<file path="src/rtl/rcc_pkg.sv">
package rcc_pkg;
  localparam int FLAG_W = 2;
  localparam logic [FLAG_W-1:0] END_CODE = 2'b11;
endpackage

</file>
<file path="src/rtl/rcc_table.sv">
module rcc_table #(
  parameter int DATA_W = 8,
  parameter int DEPTH  = 8,
  localparam int IDX_W = $clog2(DEPTH),
  localparam int ENT_W = DATA_W + 1 + rcc_pkg::FLAG_W
) (
  input  logic                          clk,
  input  logic                          rst,
  input  logic                          tbl_we,
  input  logic [IDX_W-1:0]              tbl_idx,
  input  logic [ENT_W-1:0]              tbl_wdata,
  input  logic                          mask_we,
  input  logic [DATA_W-1:0]             mask_wdata,
  output logic [DEPTH-1:0][ENT_W-1:0]   entries,
  output logic [DATA_W-1:0]             mask
);
  localparam logic [ENT_W-1:0] EMPTY = {rcc_pkg::END_CODE, {(ENT_W-rcc_pkg::FLAG_W){1'b0}}};

  for (genvar i = 0; i < DEPTH; i++) begin : g_slot
    always_ff @(posedge clk) begin
      if (rst)
        entries[i] <= EMPTY;
      else if (tbl_we && tbl_idx == IDX_W'(i))
        entries[i] <= tbl_wdata;
    end
  end

  always_ff @(posedge clk) begin
    if (rst)          mask <= '1;
    else if (mask_we) mask <= mask_wdata;
  end
endmodule

</file>
<file path="src/rtl/rcc_compare.sv">
module rcc_compare #(
  parameter int DATA_W = 8,
  parameter int DEPTH  = 8,
  localparam int ENT_W = DATA_W + 1 + rcc_pkg::FLAG_W
) (
  input  logic [DATA_W-1:0]           rx_char,
  input  logic [DEPTH-1:0][ENT_W-1:0] entries,
  input  logic [DATA_W-1:0]           mask,
  output logic                        hit,
  output logic                        hit_reject
);
  logic [DEPTH-1:0] live;
  logic [DEPTH-1:0] match;

  for (genvar i = 0; i < DEPTH; i++) begin : g_cmp
    logic term;
    assign term = entries[i][ENT_W-1 -: rcc_pkg::FLAG_W] == rcc_pkg::END_CODE;
    if (i == 0) begin : g_first
      assign live[i] = !term;
    end else begin : g_rest
      assign live[i] = live[i-1] && !term;
    end
    assign match[i] = live[i] && (((rx_char ^ entries[i][DATA_W-1:0]) & mask) == '0);
  end

  // Lowest index wins: scan from the top so the lowest match is applied last.
  always_comb begin
    hit        = 1'b0;
    hit_reject = 1'b0;
    for (int i = DEPTH - 1; i >= 0; i--) begin
      if (match[i]) begin
        hit        = 1'b1;
        hit_reject = entries[i][DATA_W];
      end
    end
  end
endmodule

</file>
<file path="src/rtl/rcc_capture.sv">
module rcc_capture #(
  parameter int DATA_W = 8
) (
  input  logic              clk,
  input  logic              rst,
  input  logic              cap_en,
  input  logic [DATA_W-1:0] cap_char,
  input  logic              rd,
  output logic [DATA_W-1:0] held_char,
  output logic              pending,
  output logic              overrun
);
  always_ff @(posedge clk) begin
    if (rst) begin
      held_char <= '0;
      pending   <= 1'b0;
      overrun   <= 1'b0;
    end else begin
      if (cap_en) held_char <= cap_char;
      pending <= cap_en || (pending && !rd);
      overrun <= (cap_en && pending && !rd) || (overrun && !rd);
    end
  end


  capture_load_chk: assert property (@(posedge clk) disable iff (rst)
    cap_en |=> pending && held_char == $past(cap_char));

  overwrite_overrun_chk: assert property (@(posedge clk) disable iff (rst)
    (cap_en && pending && !rd) |=> overrun);

  read_clear_chk: assert property (@(posedge clk) disable iff (rst)
    (rd && !cap_en) |=> !pending && !overrun);

  read_with_capture_chk: assert property (@(posedge clk) disable iff (rst)
    (rd && cap_en) |=> pending && !overrun);
endmodule

</file>
<file path="src/rtl/rcc_matcher.sv">
module rcc_matcher #(
  parameter int DATA_W = 8,
  parameter int DEPTH  = 8,
  localparam int IDX_W = $clog2(DEPTH),
  localparam int ENT_W = DATA_W + 1 + rcc_pkg::FLAG_W
) (
  input  logic              clk,
  input  logic              rst,
  input  logic              cfg_tbl_we,
  input  logic [IDX_W-1:0]  cfg_idx,
  input  logic [ENT_W-1:0]  cfg_entry,
  input  logic              cfg_mask_we,
  input  logic [DATA_W-1:0] cfg_mask,
  input  logic              irq_en,
  input  logic              rx_valid,
  input  logic [DATA_W-1:0] rx_char,
  input  logic              ctrl_rd,
  output logic              dec_valid,
  output logic              dec_store,
  output logic              dec_ctrl_flag,
  output logic [DATA_W-1:0] dec_char,
  output logic [DATA_W-1:0] ctrl_char,
  output logic              ctrl_pending,
  output logic              ctrl_overrun,
  output logic              irq
);
  logic [DEPTH-1:0][ENT_W-1:0] entries;
  logic [DATA_W-1:0]           mask;
  logic                        hit, hit_reject, cap_en;

  rcc_table #(.DATA_W(DATA_W), .DEPTH(DEPTH)) u_table (
    .clk(clk), .rst(rst), .tbl_we(cfg_tbl_we), .tbl_idx(cfg_idx),
    .tbl_wdata(cfg_entry), .mask_we(cfg_mask_we), .mask_wdata(cfg_mask),
    .entries(entries), .mask(mask)
  );

  rcc_compare #(.DATA_W(DATA_W), .DEPTH(DEPTH)) u_cmp (
    .rx_char(rx_char), .entries(entries), .mask(mask),
    .hit(hit), .hit_reject(hit_reject)
  );

  assign cap_en = rx_valid && hit && hit_reject;

  rcc_capture #(.DATA_W(DATA_W)) u_cap (
    .clk(clk), .rst(rst), .cap_en(cap_en), .cap_char(rx_char), .rd(ctrl_rd),
    .held_char(ctrl_char), .pending(ctrl_pending), .overrun(ctrl_overrun)
  );

  always_ff @(posedge clk) begin
    if (rst) begin
      dec_valid     <= 1'b0;
      dec_store     <= 1'b0;
      dec_ctrl_flag <= 1'b0;
      dec_char      <= '0;
    end else begin
      dec_valid <= rx_valid;
      if (rx_valid) begin
        dec_store     <= !(hit && hit_reject);
        dec_ctrl_flag <= hit && !hit_reject;
        dec_char      <= rx_char;
      end
    end
  end

  assign irq = ctrl_pending && irq_en;


  strobe_to_decision_chk: assert property (@(posedge clk) disable iff (rst)
    rx_valid |=> dec_valid && dec_char == $past(rx_char));

  idle_no_decision_chk: assert property (@(posedge clk) disable iff (rst)
    !rx_valid |=> !dec_valid);

  reject_not_flagged_chk: assert property (@(posedge clk) disable iff (rst)
    (dec_valid && !dec_store) |-> !dec_ctrl_flag);

  reject_loads_register_chk: assert property (@(posedge clk) disable iff (rst)
    (dec_valid && !dec_store) |-> ctrl_pending && ctrl_char == dec_char);

  irq_needs_pending_chk: assert property (@(posedge clk) disable iff (rst)
    irq |-> ctrl_pending);
endmodule

</file>
<file path="config.mk">
export PLATFORM = sky130hd
export DESIGN_NAME = rcc_matcher
export DESIGN_NICKNAME = d
export VERILOG_FILES = /design/src/rtl/rcc_pkg.sv /design/src/rtl/rcc_table.sv /design/src/rtl/rcc_compare.sv /design/src/rtl/rcc_capture.sv /design/src/rtl/rcc_matcher.sv
export SDC_FILE = /design/constraint.sdc
export NUM_CORES = 1
export LEC_CHECK = 0
export CAP_MARGIN = 20
export CORE_MARGIN = 3
export CORE_UTILIZATION = 60
export CTS_BUF_LIST = sky130_fd_sc_hd__clkbuf_4
export DETAILED_ROUTE_END_ITERATION = 7
export DONT_BUFFER_PORTS = 1
export PLACE_DENSITY = 0.76
export SLEW_MARGIN = 10
export SYNTH_ARGS = -nofsm -noshare
export SYNTH_HDL_FRONTEND = slang
export SYNTH_HIERARCHICAL = 1
export SYNTH_SLANG_ARGS = --single-unit
export TNS_END_PERCENT = 1
</file>
<file path="constraint.sdc">
create_clock -name clk -period 3.2 [get_ports clk]
set_clock_uncertainty 0.05 [all_clocks]
set_input_delay 0.16 -clock clk [delete_from_list [all_inputs] [get_ports clk]]
set_output_delay 0.16 -clock clk [all_outputs]
set_load 0.05 [all_outputs]
</file>
# Word level (Yosys, flattened, before mapping)
# Cells that the tools add are included.
dict set report totals {
  rom_bits 0
  mem_count 0
  latchBits 0
  reg_bits 117
  ramBits 0
}
dict set report classes {
  addsub 0
  n_lt_le_gt_ge 0
  n_mul 0
  bitwise_logic 16
  n_div 0
  eq_ne 15
  n_shift 0
  n_mux 16
  reduce_logical 54
}
# cell n
set op_table {}
lappend op_table {{8-bit bitwise AND} 8}
lappend op_table {{8-bit zero test} 8}
lappend op_table {{8-bit bitwise XOR} 8}
lappend op_table {{1-bit logical AND} 32}
lappend op_table {{2-bit equality test, second input constant} 8}
lappend op_table {{1-bit two-way mux} 16}
lappend op_table {{3-bit equality test, second input constant} 4}
lappend op_table {{1-bit zero test} 11}
lappend op_table {{3-bit by 2-bit equality test with 1-bit output, second input constant} 2}
lappend op_table {{3-bit by 1-bit equality test with 1-bit output, second input constant} 1}
lappend op_table {{3-bit zero test} 1}
lappend op_table {{1-bit logical OR} 2}

# Depth between registers and ports, before layout
# Gate-level depths: netlist of run 1.
dict set report logic_depth {
  ltp_word 23
  mapped_depth 12
  ltp_nobuf 10
}

# Cells and area by module
# The synthesis of run 1 kept the hierarchy.
# module area_per_inst_um2 cells_per_inst seq_area_each_um2 n_inst
set by_module_without_submodules {}
lappend by_module_without_submodules {rcc_table 3758.6 343 1921.8 1}
lappend by_module_without_submodules {rcc_compare 1117.3 146 0.0 1}
lappend by_module_without_submodules {rcc_matcher 405.4 37 220.2 1}
lappend by_module_without_submodules {rcc_capture 351.6 33 200.2 1}

# Worst setup path before layout of run 1
# OpenSTA, ideal clock, no wires.
dict set report synth_timing {
  path_type {flip-flop to flip-flop}
  start {reg u_table/entries[9] in the netlist's numbering}
  end {reg u_cap.held_char[0]}
  n_path_buf 1
  setup_slack_ps 726
  path_stages_with_launch 12
  arrival_time_ps 2306
  required_time_ps 3032
  path_cell_list {dfxtp_1 > a22o_1 > a21o_1 > a221o_2 > a221oi_1 > nand4b_1 > o2bb2ai_1 > a21oi_1 > and3_1 > buf_6 > mux2i_1 > nor2_1}
}
dict set report synth_via {
  word_cells_on_any_way 35
  cone_classes {1 x eq/ne; 16 x mux; 18 x reduce/logical}
}
# item line_no
set synth_lines {}
lappend synth_lines {{from (decl)} rcc_table.sv:14} ;# output logic [DEPTH-1:0][ENT_W-1:0] entries,
lappend synth_lines {{from (signal, indexed assignment)} rcc_table.sv:24} ;# entries[i] <= tbl_wdata;
lappend synth_lines {{2-bit equality test (*)} rcc_compare.sv:17} ;# assign term = entries[i][ENT_W-1 -: rcc_pkg::FLAG_W] == rcc_pkg::END_CODE;
lappend synth_lines {{1-bit zero test (*)} rcc_compare.sv:19} ;# assign live[i] = !term;
lappend synth_lines {{1-bit logical AND (7 in a row)} rcc_compare.sv:21} ;# assign live[i] = live[i-1] && !term;
lappend synth_lines {{1-bit logical AND} rcc_compare.sv:23} ;# assign match[i] = live[i] && (((rx_char ^ entries[i][DATA_W-1:0]) & mask) == '0);
lappend synth_lines {{1-bit two-way mux (7 in a row)} rcc_compare.sv:31} ;# if (match[i]) begin
lappend synth_lines {{1-bit two-way mux (*)} rcc_compare.sv:31}
lappend synth_lines {{net hit_reject} rcc_matcher.sv:29} ;# logic hit, hit_reject, cap_en;
lappend synth_lines {{1-bit logical AND (*)} rcc_matcher.sv:42} ;# assign cap_en = rx_valid && hit && hit_reject;
lappend synth_lines {{net cap_en} rcc_matcher.sv:29}
lappend synth_lines {{to (signal assigned)} rcc_capture.sv:19} ;# if (cap_en) held_char <= cap_char;
lappend synth_lines {{to (decl)} rcc_capture.sv:9} ;# output logic [DATA_W-1:0] held_char,
# The timed path passes the listed nets; every way through them passes the cells marked *.
# A chain may end at the register's enable or synchronous reset.

# Final worst setup path of run 1
dict set report layout_timing {
  start {reg u_table/entries[9] in the netlist's numbering}
  end {reg dec_ctrl_flag}
}
dict set report layout_via {
  elab_chain_cells 20
  word_cells_on_any_way 35
  cone_classes {1 x eq/ne; 16 x mux; 18 x reduce/logical}
}
# item line_no
set layout_lines {}
lappend layout_lines {{2-bit equality test (*)} rcc_compare.sv:17}
lappend layout_lines {{1-bit zero test (*)} rcc_compare.sv:19}
lappend layout_lines {{1-bit logical AND (7 in a row)} rcc_compare.sv:21}
lappend layout_lines {{1-bit logical AND} rcc_compare.sv:23}
lappend layout_lines {{1-bit two-way mux (7 in a row)} rcc_compare.sv:31}
lappend layout_lines {{1-bit two-way mux (*)} rcc_compare.sv:31}
lappend layout_lines {{net hit_reject} rcc_matcher.sv:29}
lappend layout_lines {{1-bit zero test (*)} rcc_matcher.sv:59} ;# dec_ctrl_flag <= hit && !hit_reject;
lappend layout_lines {{1-bit logical AND (*)} rcc_matcher.sv:59}
lappend layout_lines {{to (signal assigned)} rcc_matcher.sv:59}
lappend layout_lines {{to (decl)} rcc_matcher.sv:20} ;# output logic dec_ctrl_flag,
# Marked as above.

==> results of run 1 <==
-- routing by layer --
layer	global-route usage, %	share of wire (%)	vias up
met5	0	0	-
met4	9.86	2.4	0
met3	7.65	7.3	35
met2	44.9	46	182
met1	38.3	44	2000
li1	-	-	1928
-- stage by stage --
stage	hold slack [ns]	util [%]
finish	0.00591	70.2
global route	0.0106	70.2
CTS	0.00150	70.1
detailed placement	0.189	61.8
global placement	0.180	61.8
floorplan	0.182	-
-- sequential cells by signal, summed over array words and instances (netlist names) --
signal and flops:
dec_valid 1, u_cap/pending 1, dec_char 8, dec_ctrl_flag 1, dec_store 1, u_cap/held_char 8
u_table/mask 8, u_table/entries 88, u_cap/overrun 1
-- kinds of logic (layout without fill, tap and decap cells) --
kind of cell	Yosys count	count (layout)	synth area share, %
buf+inv	57	76	4.89
flops	117	117	41.6
compound gates	55	55	7.77
mux	105	105	18.7
simple gates	161	161	17.1
xor+xnor	64	64	9.95
-- critical path, cell delays in order (launching register included) --
cell	delay, ns
dfxtp_1	0.35
a22o_1	0.25
a21o_1	0.19
a221o_1	0.27
a211oi_2	0.27
or3b_1	0.39
a31oi_1	0.18
a21oi_1	0.08
nand3b_2	0.24
a21oi_2	0.14
dlygate4sd3_1	0.61
-- final cells by class --
type                    count  area (um^2)
inverters                   3         11.3
fillers                   694         2660
repair buffers             41          423
clock buffers              17          128
flip-flops and latches    117         2340
clock inverters            15          218
multi-input cells         385         3020
well taps                 108          135
-- worst max path at each step --
stage	from	endpoint	slack (ns)	depth (start not counted)
2_1_floorplan	u_table/entries[9]	u_cap/held_char[0]	0.73	11
3_3_place_gp	u_table/entries[9]	u_cap/held_char[7]	0.53	11
3_5_place_dp	u_table/entries[9]	u_cap/held_char[6]	0.44	11
4_1_cts	u_table/entries[9]	dec_ctrl_flag	0.23	10
5_1_grt	u_table/entries[9]	dec_ctrl_flag	0.003	10
6_report	u_table/entries[9]	dec_ctrl_flag	0.12	10
-- synth_stat cells (2+ instances only) --
cell,n,share of area (%)
buf_4,2,0.27
a22oi_1,21,2.8
buf_1,3,0.20
clkbuf_1,26,1.7
xor2_1,64,10
nor2_1,39,2.6
nand3_1,2,0.18
nand4b_1,5,0.78
nor3_1,2,0.18
a21oi_1,5,0.44
buf_6,4,0.80
nand4_1,5,0.56
mux2i_1,104,18
nand2b_1,83,9.2
dfxtp_1,117,42
a222oi_1,4,0.71
a22o_1,3,0.47
a31oi_1,2,0.22
nand4bb_1,3,0.60
and4bb_2,2,0.44
inv_1,3,0.20
and3_1,3,0.33
a221oi_1,4,0.62
nor2b_1,10,1.1
a211o_1,8,1.2
buf_2,18,1.6
-- power by group through the flow --
stage,Clock (mW),Sequential [mW],Combinational [mW]
floorplan,0,1.57,0.217
global placement,0,1.59,0.199
detailed placement,0,1.60,0.202
CTS,1.29,1.56,0.268
global route,1.36,1.57,0.292
finish,1.29,1.56,0.276
==> reports/results.tsv, run 1 <==
stage	metric	value	unit
worst_hold_path	WHS Path Cells	2	
cells_and_area	Layout Cells excl Fill	686	
worst_setup_path	Worst Setup End Kind	flip-flop	
clock_tree	root buf cell	clkbuf_4	
worst_setup_path	Reg-to-Reg Start	u_table/entries[9]	
timing	setup_tns	0	ns
drt	First-pass DRT Iterations	6	
drt	Vias	4145	
drt	drt wl/cell	21.5	um
global_route	first-pass GRT wire length	22600	um
clock_tree	CTS tree	built	
worst_setup_path	startpoint types	flip-flop	
power_and_ir_drop	power share of the clock group	41.1	%
global_route	gr usage total	28.6	%
cells_and_area	Total Nets Final	602	
global_route	vias in the first global route	4149	
yosys	Synth Instances	559	
place	placed instance area	5520	um^2
yosys	Post-Syn Area	5630	um^2
power_and_ir_drop	Max IR drop VDD	375	uV
timing	endpoints failing hold	0	
cells_and_area	most frequent cells in the layout	dfxtp_1 (117), mux2i_1 (104), nand2b_1 (83)	
floorplan	Die ar.	10600	um^2
power_and_ir_drop	power per cell area	498	nW/um^2
floorplan	IO Count	59	
yosys	post-synth cell types	43	
clock_tree	Setup Buffers After CTS	0	
timing	final setup violation count	0	
worst_hold_path	Worst Hold Endpoint	u_table/entries[72]	
timing	fin crit share	96.1	%
drt	WL final	14700	um
cells_and_area	post-route cell area	6270	um^2
cells_and_area	most common cell after layout, fill and taps aside	dfxtp_1	
floorplan	Core ar.	8930	um^2
power_and_ir_drop	Sw Share	27.2	%
drt	DRT iter0 DRCs	356	
power_and_ir_drop	Tot Pwr	3.13	mW
yosys	Mean Syn Cell Area	10.1	um^2
worst_setup_path	flop2flop setup slack	0.12	ns
cells_and_area	layout cells sized above 1	7.79	%
clock_tree	clk sinks	117	
clock_tree	# H-tree levels	4	
power_and_ir_drop	Leak	2.88	nW
timing	worst relative slew slack	27.3	%
place	IO buf count	0	
yosys	Mapped Nets	596	
global_route	largest net degree at the start of global routing	121	
worst_setup_path	CP max FO	4	
place	gp weighted congestion	0.883	
yosys	synth warn	6	
status	status	finished clean	
clock_tree	cts hold-fix bufs	38	
drt	via/cell ratio	6.04	
timing	Slew Limit Fails	0	
timing	crit path time final	3.08	ns
power_and_ir_drop	sequential power share	50.0	%
drt	post-route ant nets	0	
global_route	initial antenna violation count	0	
place	placed cells	615	
run	max-capacitance violation count	0	
timing	Slew @ Worst Pin	1.08	ns
drt	# DRC	0	
yosys	fraction of registers with async set/reset	0	%
yosys	Seq/Total Area, Yosys	41.6	%
clock_tree	clock buffer depth	2	
place	post-place setup slack	0.443	ns
floorplan	die width	103	um
floorplan	die height	103	um
clock_tree	cts bufs inserted	17	
timing	final setup margin	0.125	ns
place	post-DP HPWL	9530	um
yosys	#FFs+latches synth	117	
worst_setup_path	data arrival time of the critical path	3.51	ns
worst_setup_path	Register-to-Register Path Depth	10	
cells_and_area	Antenna Cells	0	
yosys	Most used DFF post-synth	dfxtp_1	
worst_setup_path	FF-to-FF End	dec_ctrl_flag	
worst_hold_path	HP Start	cfg_entry[6]	
cells_and_area	area grow syn2layout	11.4	%
power_and_ir_drop	Cell Int Power	2.28	mW
global_route	global route overflow	0	
clock_tree	Clock Latency Late Sink	0.54	ns
timing	fmax	0.325	GHz
worst_setup_path	Critical Path RT	3.63	ns
floorplan	Initial Util	63.1	%
yosys	number of enable flip-flop cells after synthesis	0	
clock_tree	Clock Pin Slew Worst Setup and Hold Paths	0.14	ns
power_and_ir_drop	Psw	0.850	mW
power_and_ir_drop	combinational share of power	8.8	%
worst_hold_path	worst hold path type	in -> reg	
clock_tree	post-CTS sizing	0	
worst_setup_path	Setup CP Type	reg -> reg	
timing	RSZ-0062 raised after global routing	false	
floorplan	Site Rows	34	
Power figures use the tool's default switching activity.
==> run 2, diff against run 1 <==
==> constraint.sdc (replaced) <==
create_clock -name clk -period 3.5 [get_ports clk]
set_clock_uncertainty 0.05 [all_clocks]
set_input_delay 0.175 -clock clk [delete_from_list [all_inputs] [get_ports clk]]
set_output_delay 0.175 -clock clk [all_outputs]
set_load 0.05 [all_outputs]
==> run 2 against run 1 <==
  * Via count is 0.99% higher
  * Die area is the same
  * Hold slack improved by 0.0090 ns
  * Highest routed layer unchanged
  * Critical path depth unchanged
  * Combinational power decreased by 7%
  * Sequential share of layout area grew 0.42 points
==> reports/results.tsv, run 2 (synthesized netlist as in run 1, its figures left out) <==
stage	metric	value	unit
run	max-capacitance violation count	0	
clock_tree	clk sinks	117	
power_and_ir_drop	sequential power share	53.6	%
worst_setup_path	Critical Path RT	3.85	ns
cells_and_area	Biggest register	u_table/entries	
drt	# DRC	0	
cells_and_area	area grow syn2layout	10.1	%
worst_setup_path	WP buf/inv	0	
cells_and_area	most frequent cells in the layout	dfxtp_1 (117), mux2i_1 (104), nand2b_1 (83)	
timing	hold slack	0.0149	ns
timing	setup_tns	0	ns
drt	DRT iter0 DRCs	416	
floorplan	Core ar.	8930	um^2
global_route	met1 Use GR	38.3	%
worst_setup_path	CP max FO	11	
worst_setup_path	Crit path max-delay family	compound AO/OA/AOI/OAI gates	
power_and_ir_drop	Sw Share	27.6	%
global_route	first-pass GRT wire length	22800	um
clock_tree	Clock Pin Slew Worst Setup and Hold Paths	0.11	ns
power_and_ir_drop	Psw	0.736	mW
timing	worst relative slew slack	30.3	%
clock_tree	CTS tree	built	
cells_and_area	most common cell after layout, fill and taps aside	dfxtp_1	
clock_tree	post-CTS sizing	0	
worst_setup_path	data arrival time of the critical path	3.53	ns
timing	Slew @ Worst Pin	1.04	ns
timing	crit path time final	3.18	ns
power_and_ir_drop	power share of the clock group	36.8	%
timing	RSZ-0062 raised after global routing	false	
floorplan	Site Rows	34	
global_route	met3 usage	8.93	%
drt	drt wl/cell	21.7	um
place	IO buf count	0	
status	status	finished clean	
clock_tree	# H-tree levels	4	
worst_setup_path	Critical Path Max Stage Delay	0.58	ns
worst_setup_path	worst-path cell chain	a22o_1 -> a21o_1 -> a221o_2 -> a221oi_1 -> nand4b_1 -> o2bb2ai_1 -> a21oi_1 -> and3_1 -> mux2i_1 -> nor2_1	
clock_tree	clock buffer depth	2	
place	placed instance area	5540	um^2
timing	fmax	0.315	GHz
global_route	global route overflow	0	
global_route	initial antenna violation count	0	
drt	via/cell ratio	6.11	
power_and_ir_drop	Leak	2.84	nW
clock_tree	root buf cell	clkbuf_4	
clock_tree	cts bufs inserted	17	
cells_and_area	post-route cell area	6200	um^2
cells_and_area	max reg flops	88	
floorplan	die height	103	um
power_and_ir_drop	power per cell area	430	nW/um^2
worst_hold_path	worst hold path type	in -> reg	
drt	WL final	14900	um
drt	First-pass DRT Iterations	6	
drt	Vias	4186	
floorplan	Die ar.	10600	um^2
timing	endpoints failing hold	0	
global_route	grt met2 use	46.6	%
worst_setup_path	Worst Setup End Kind	flip-flop	
drt	post-route ant nets	0	
global_route	gr usage total	29.2	%
global_route	GRT busiest layer	met2	
power_and_ir_drop	Cell Int Power	1.93	mW
place	gp weighted congestion	0.939	
timing	final setup violation count	0	
floorplan	IO Count	59	
power_and_ir_drop	Max IR drop VDD	298	uV
cells_and_area	layout cells sized above 1	7.97	%
cells_and_area	Final Core Density	69.4	%
timing	Slew Limit Fails	0	
floorplan	die width	103	um
cells_and_area	Antenna Cells	0	
place	post-DP HPWL	9530	um
worst_setup_path	Setup CP Type	reg -> reg	
cells_and_area	Total Nets Final	601	
worst_setup_path	Crit-path slowest cell	and3_1	
global_route	largest net degree at the start of global routing	120	
power_and_ir_drop	combinational share of power	9.6	%
global_route	vias in the first global route	4145	
timing	fin crit share	90.8	%
worst_setup_path	startpoint types	flip-flop	
clock_tree	Clock Latency Late Sink	0.51	ns
floorplan	Initial Util	63.1	%
## run 2: changes by cell type in the layout (fill, tap and decap cells not counted), sizes merged
cell / delta
clkbuf: +1
buf: +2
clkinvlp: +3
dlygate4sd3: -3
clkinv: +1
inv: -3
bufinv: -2
## run 2: repair_timing
item                                   CTS  global route
endpoints found under the hold margin  117             2
hold buffers                            34             2
buffers inserted                         0             0
## run 2: per-stage QoR
| step | cells | worst slack (ns) | total power, mW |
|---|---|---|---|
| 2_1_floorplan | 559 | 1.03 | 1.64 |
| 3_3_place_gp | 616 | 0.575 | 1.64 |
| 4_1_cts | 683 | 0.414 | 2.67 |
| 3_5_place_dp | 617 | 0.427 | 1.65 |
| 5_1_grt | 685 | 0.214 | 2.76 |
| 6_report | 685 | 0.324 | 2.67 |
## run 2: path summary, 6_finish.rpt
kind / start / end / slack, ns / cells after the start
worst max-delay path: u_table/entries[9] / u_cap/held_char[1] / 0.32 / 10
worst min-delay path: cfg_tbl_we / u_table/entries[54] / 0.01 / 2
worst max register to register: u_table/entries[9] / u_cap/held_char[1] / 0.32 / 10
worst min register to register: u_table/entries[30] / u_table/entries[30] / 0.43 / 2
## run 2: cell type report
type | instances | area [um^2]
multi-input combinational | 385 | 3020
fill | 715 | 2730
sequential | 117 | 2340
timing repair buffer | 40 | 412
clock inverter | 14 | 151
clock buffer | 18 | 135
tap | 108 | 135
inverter | 3 | 11.3
## run 2: power by group through the flow
stage / sequential (mW) / clock (mW) / combinational, mW
final: 1.43 / 0.980 / 0.257
after floorplan: 1.44 / 0 / 0.198
after global routing: 1.43 / 1.06 / 0.273
after CTS: 1.43 / 0.998 / 0.246
after detailed placement: 1.46 / 0 / 0.188
after global placement: 1.46 / 0 / 0.185
## run 2: layer usage
layer / part of all wire (%) / vias to the layer above / wire length, um
met3: 8.5 / 31 / 1270
met4: 1.9 / 0 / 283
met2: 48 / 194 / 7090
li1: - / 1921 / -
met1: 42 / 2040 / 6240
met5: 0 / - / 0
==> run 3, diff against run 2 <==
--- a/config.mk
+++ b/config.mk
@@ -6,12 +6,14 @@
 export NUM_CORES = 1
 export LEC_CHECK = 0
 export CAP_MARGIN = 20
+export CORE_ASPECT_RATIO = 2
 export CORE_MARGIN = 3
 export CORE_UTILIZATION = 60
 export CTS_BUF_LIST = sky130_fd_sc_hd__clkbuf_4
 export DETAILED_ROUTE_END_ITERATION = 7
 export DONT_BUFFER_PORTS = 1
 export PLACE_DENSITY = 0.76
+export SKIP_CTS_REPAIR_TIMING = 1
 export SLEW_MARGIN = 10
 export SYNTH_ARGS = -nofsm -noshare
 export SYNTH_HDL_FRONTEND = slang
==> run 3 against run 2 <==
  * Maximum frequency grew 5.6%
  * Core utilization is 0.82 points lower
  * Setup slack improved by 0.17 ns
  * Register-to-register slack improved by 0.17 ns
  * Sequential cell count did not move
  * Largest cell class unchanged
  * Cell count is 1.0% lower
  * First-iteration DRC count is 6.7% lower
  * Global-route usage down 0.53 points
  * Sequential power about the same
  * Sequential share of layout area shrank 0.14 points
==> reports/results.tsv, run 3 (synthesized netlist as in run 1, its figures left out) <==
stage	metric	value	unit
clock_tree	# H-tree levels	4	
global_route	met3 usage	7.68	%
global_route	global route overflow	0	
worst_setup_path	Worst Setup End Kind	flip-flop	
power_and_ir_drop	Max IR drop VDD	375	uV
worst_setup_path	Setup CP Type	reg -> reg	
cells_and_area	area grow syn2layout	10.5	%
global_route	largest net degree at the start of global routing	129	
worst_hold_path	worst hold path type	in -> reg	
timing	final setup violation count	0	
cells_and_area	most common cell after layout, fill and taps aside	dfxtp_1	
global_route	grt met2 use	49.4	%
global_route	vias in the first global route	4033	
clock_tree	root buf cell	clkbuf_4	
timing	RSZ-0062 raised after global routing	false	
global_route	first-pass GRT wire length	22100	um
global_route	GRT busiest layer	met2	
clock_tree	CTS tree	built	
power_and_ir_drop	power per cell area	444	nW/um^2
place	gp weighted congestion	0.930	
drt	First-pass DRT Iterations	5	
place	placed cells	610	
floorplan	die height	143	um
timing	worst relative slew slack	25.9	%
cells_and_area	Total Nets Final	601	
worst_setup_path	CP max FO	11	
cells_and_area	max reg flops	88	
power_and_ir_drop	Leak	2.86	nW
worst_setup_path	Register-to-Register Path Depth	11	
timing	setup_tns	0	ns
timing	Slew Limit Fails	0	
drt	post-route ant nets	0	
cells_and_area	Biggest register	u_table/entries	
clock_tree	Clock Latency Late Sink	0.53	ns
cells_and_area	most frequent cells in the layout	dfxtp_1 (117), mux2i_1 (104), nand2b_1 (83)	
timing	fmax	0.332	GHz
timing	fin crit share	85.9	%
global_route	initial antenna violation count	0	
worst_setup_path	Critical Path RT	3.85	ns
drt	# DRC	0	
clock_tree	Clock Pin Slew Worst Setup and Hold Paths	0.11	ns
drt	via/cell ratio	6.17	
timing	Slew @ Worst Pin	1.11	ns
power_and_ir_drop	Tot Pwr	2.76	mW
run	max-capacitance violation count	0	
status	status	finished clean	
drt	drt wl/cell	22.3	um
floorplan	Die ar.	10700	um^2
place	post-DP HPWL	9920	um
worst_hold_path	WHS Path Cells	2	
drt	WL final	15100	um
floorplan	IO Count	59	
timing	crit path time final	3.01	ns
clock_tree	clk sinks	117	
place	IO buf count	0	
clock_tree	cts bufs inserted	17	
clock_tree	clock buffer depth	2	
floorplan	die width	74.5	um
cells_and_area	layout cells sized above 1	7.81	%
global_route	met1 Use GR	31.3	%
cells_and_area	Layout Cells excl Fill	678	
worst_setup_path	data arrival time of the critical path	3.36	ns
floorplan	Core ar.	9070	um^2
global_route	gr usage total	28.7	%
worst_setup_path	startpoint types	flip-flop	
floorplan	Site Rows	49	
floorplan	Initial Util	62.1	%
drt	DRT iter0 DRCs	388	
timing	endpoints failing hold	0	
drt	Vias	4181	
cells_and_area	Antenna Cells	0	
-- run 3: changes by cell type in the layout (fill, tap and decap cells not counted), sizes merged --
cell      previous run  this run
bufinv               2         4
inv                  6         4
clkbuf              18        17
clkinv               5         4
clkinvlp             4         5
-- run 3: layer usage --
metal	vias to the layer above	wire length, um	share of wire (%)
met3	48	926	6.1
met5	-	0	0
met1	2018	5500	36
met2	186	7990	53
li1	1929	-	-
met4	0	686	4.5
-- run 3: worst paths after layout --
| path | from | endpoint | slack, ns |
|---|---|---|---|
| max reg2reg | u_table/entries[9] | u_cap/held_char[5] | 0.49 |
| max | u_table/entries[9] | u_cap/held_char[5] | 0.49 |
| min | rst | u_table/entries[56] | 0.04 |
| min reg2reg | u_table/entries[30] | u_table/entries[30] | 0.43 |
-- run 3: power by group --
group	leakage, nW	total [mW]	internal [mW]	switching (mW)
registers	0.951	1.43	1.37	0.0628
logic	1.75	0.257	0.127	0.129
clock network	0.153	1.08	0.557	0.520
total	2.86	2.76	2.05	0.712
-- run 3: cell type report --
| class | instances | area [um^2] |
|---|---|---|
| repair buffers | 40 | 415 |
| well taps | 102 | 128 |
| inverters | 3 | 11.3 |
| clock inverters | 14 | 185 |
| flip-flops and latches | 117 | 2340 |
| clock buffers | 17 | 128 |
| fillers | 724 | 2850 |
| multi-input cells | 385 | 3020 |
-- run 3: metrics by stage --
stage               utilization [%]  setup slack, ns  area (um^2)  hold WS (ns)
floorplan                         -             1.03         5630         0.197
global placement               60.8            0.717         5520         0.202
detailed placement             60.8            0.593         5520         0.207
CTS                            64.3            0.570         5830        -0.392
global route                   68.6            0.375         6220       0.00382
finish                         68.6            0.492         6220        0.0378
-- run 3: critical path, cell delays in order, from the launching register on --
cell and delay [ns]:
dfxtp_1 0.33, a22o_1 0.25, a21o_1 0.22, a221o_2 0.37, a221oi_1 0.42, a31oi_1 0.15
o2bb2ai_1 0.15, a21oi_1 0.23, and3_1 0.21, buf_4 0.22, mux2i_1 0.23, nor2_1 0.06
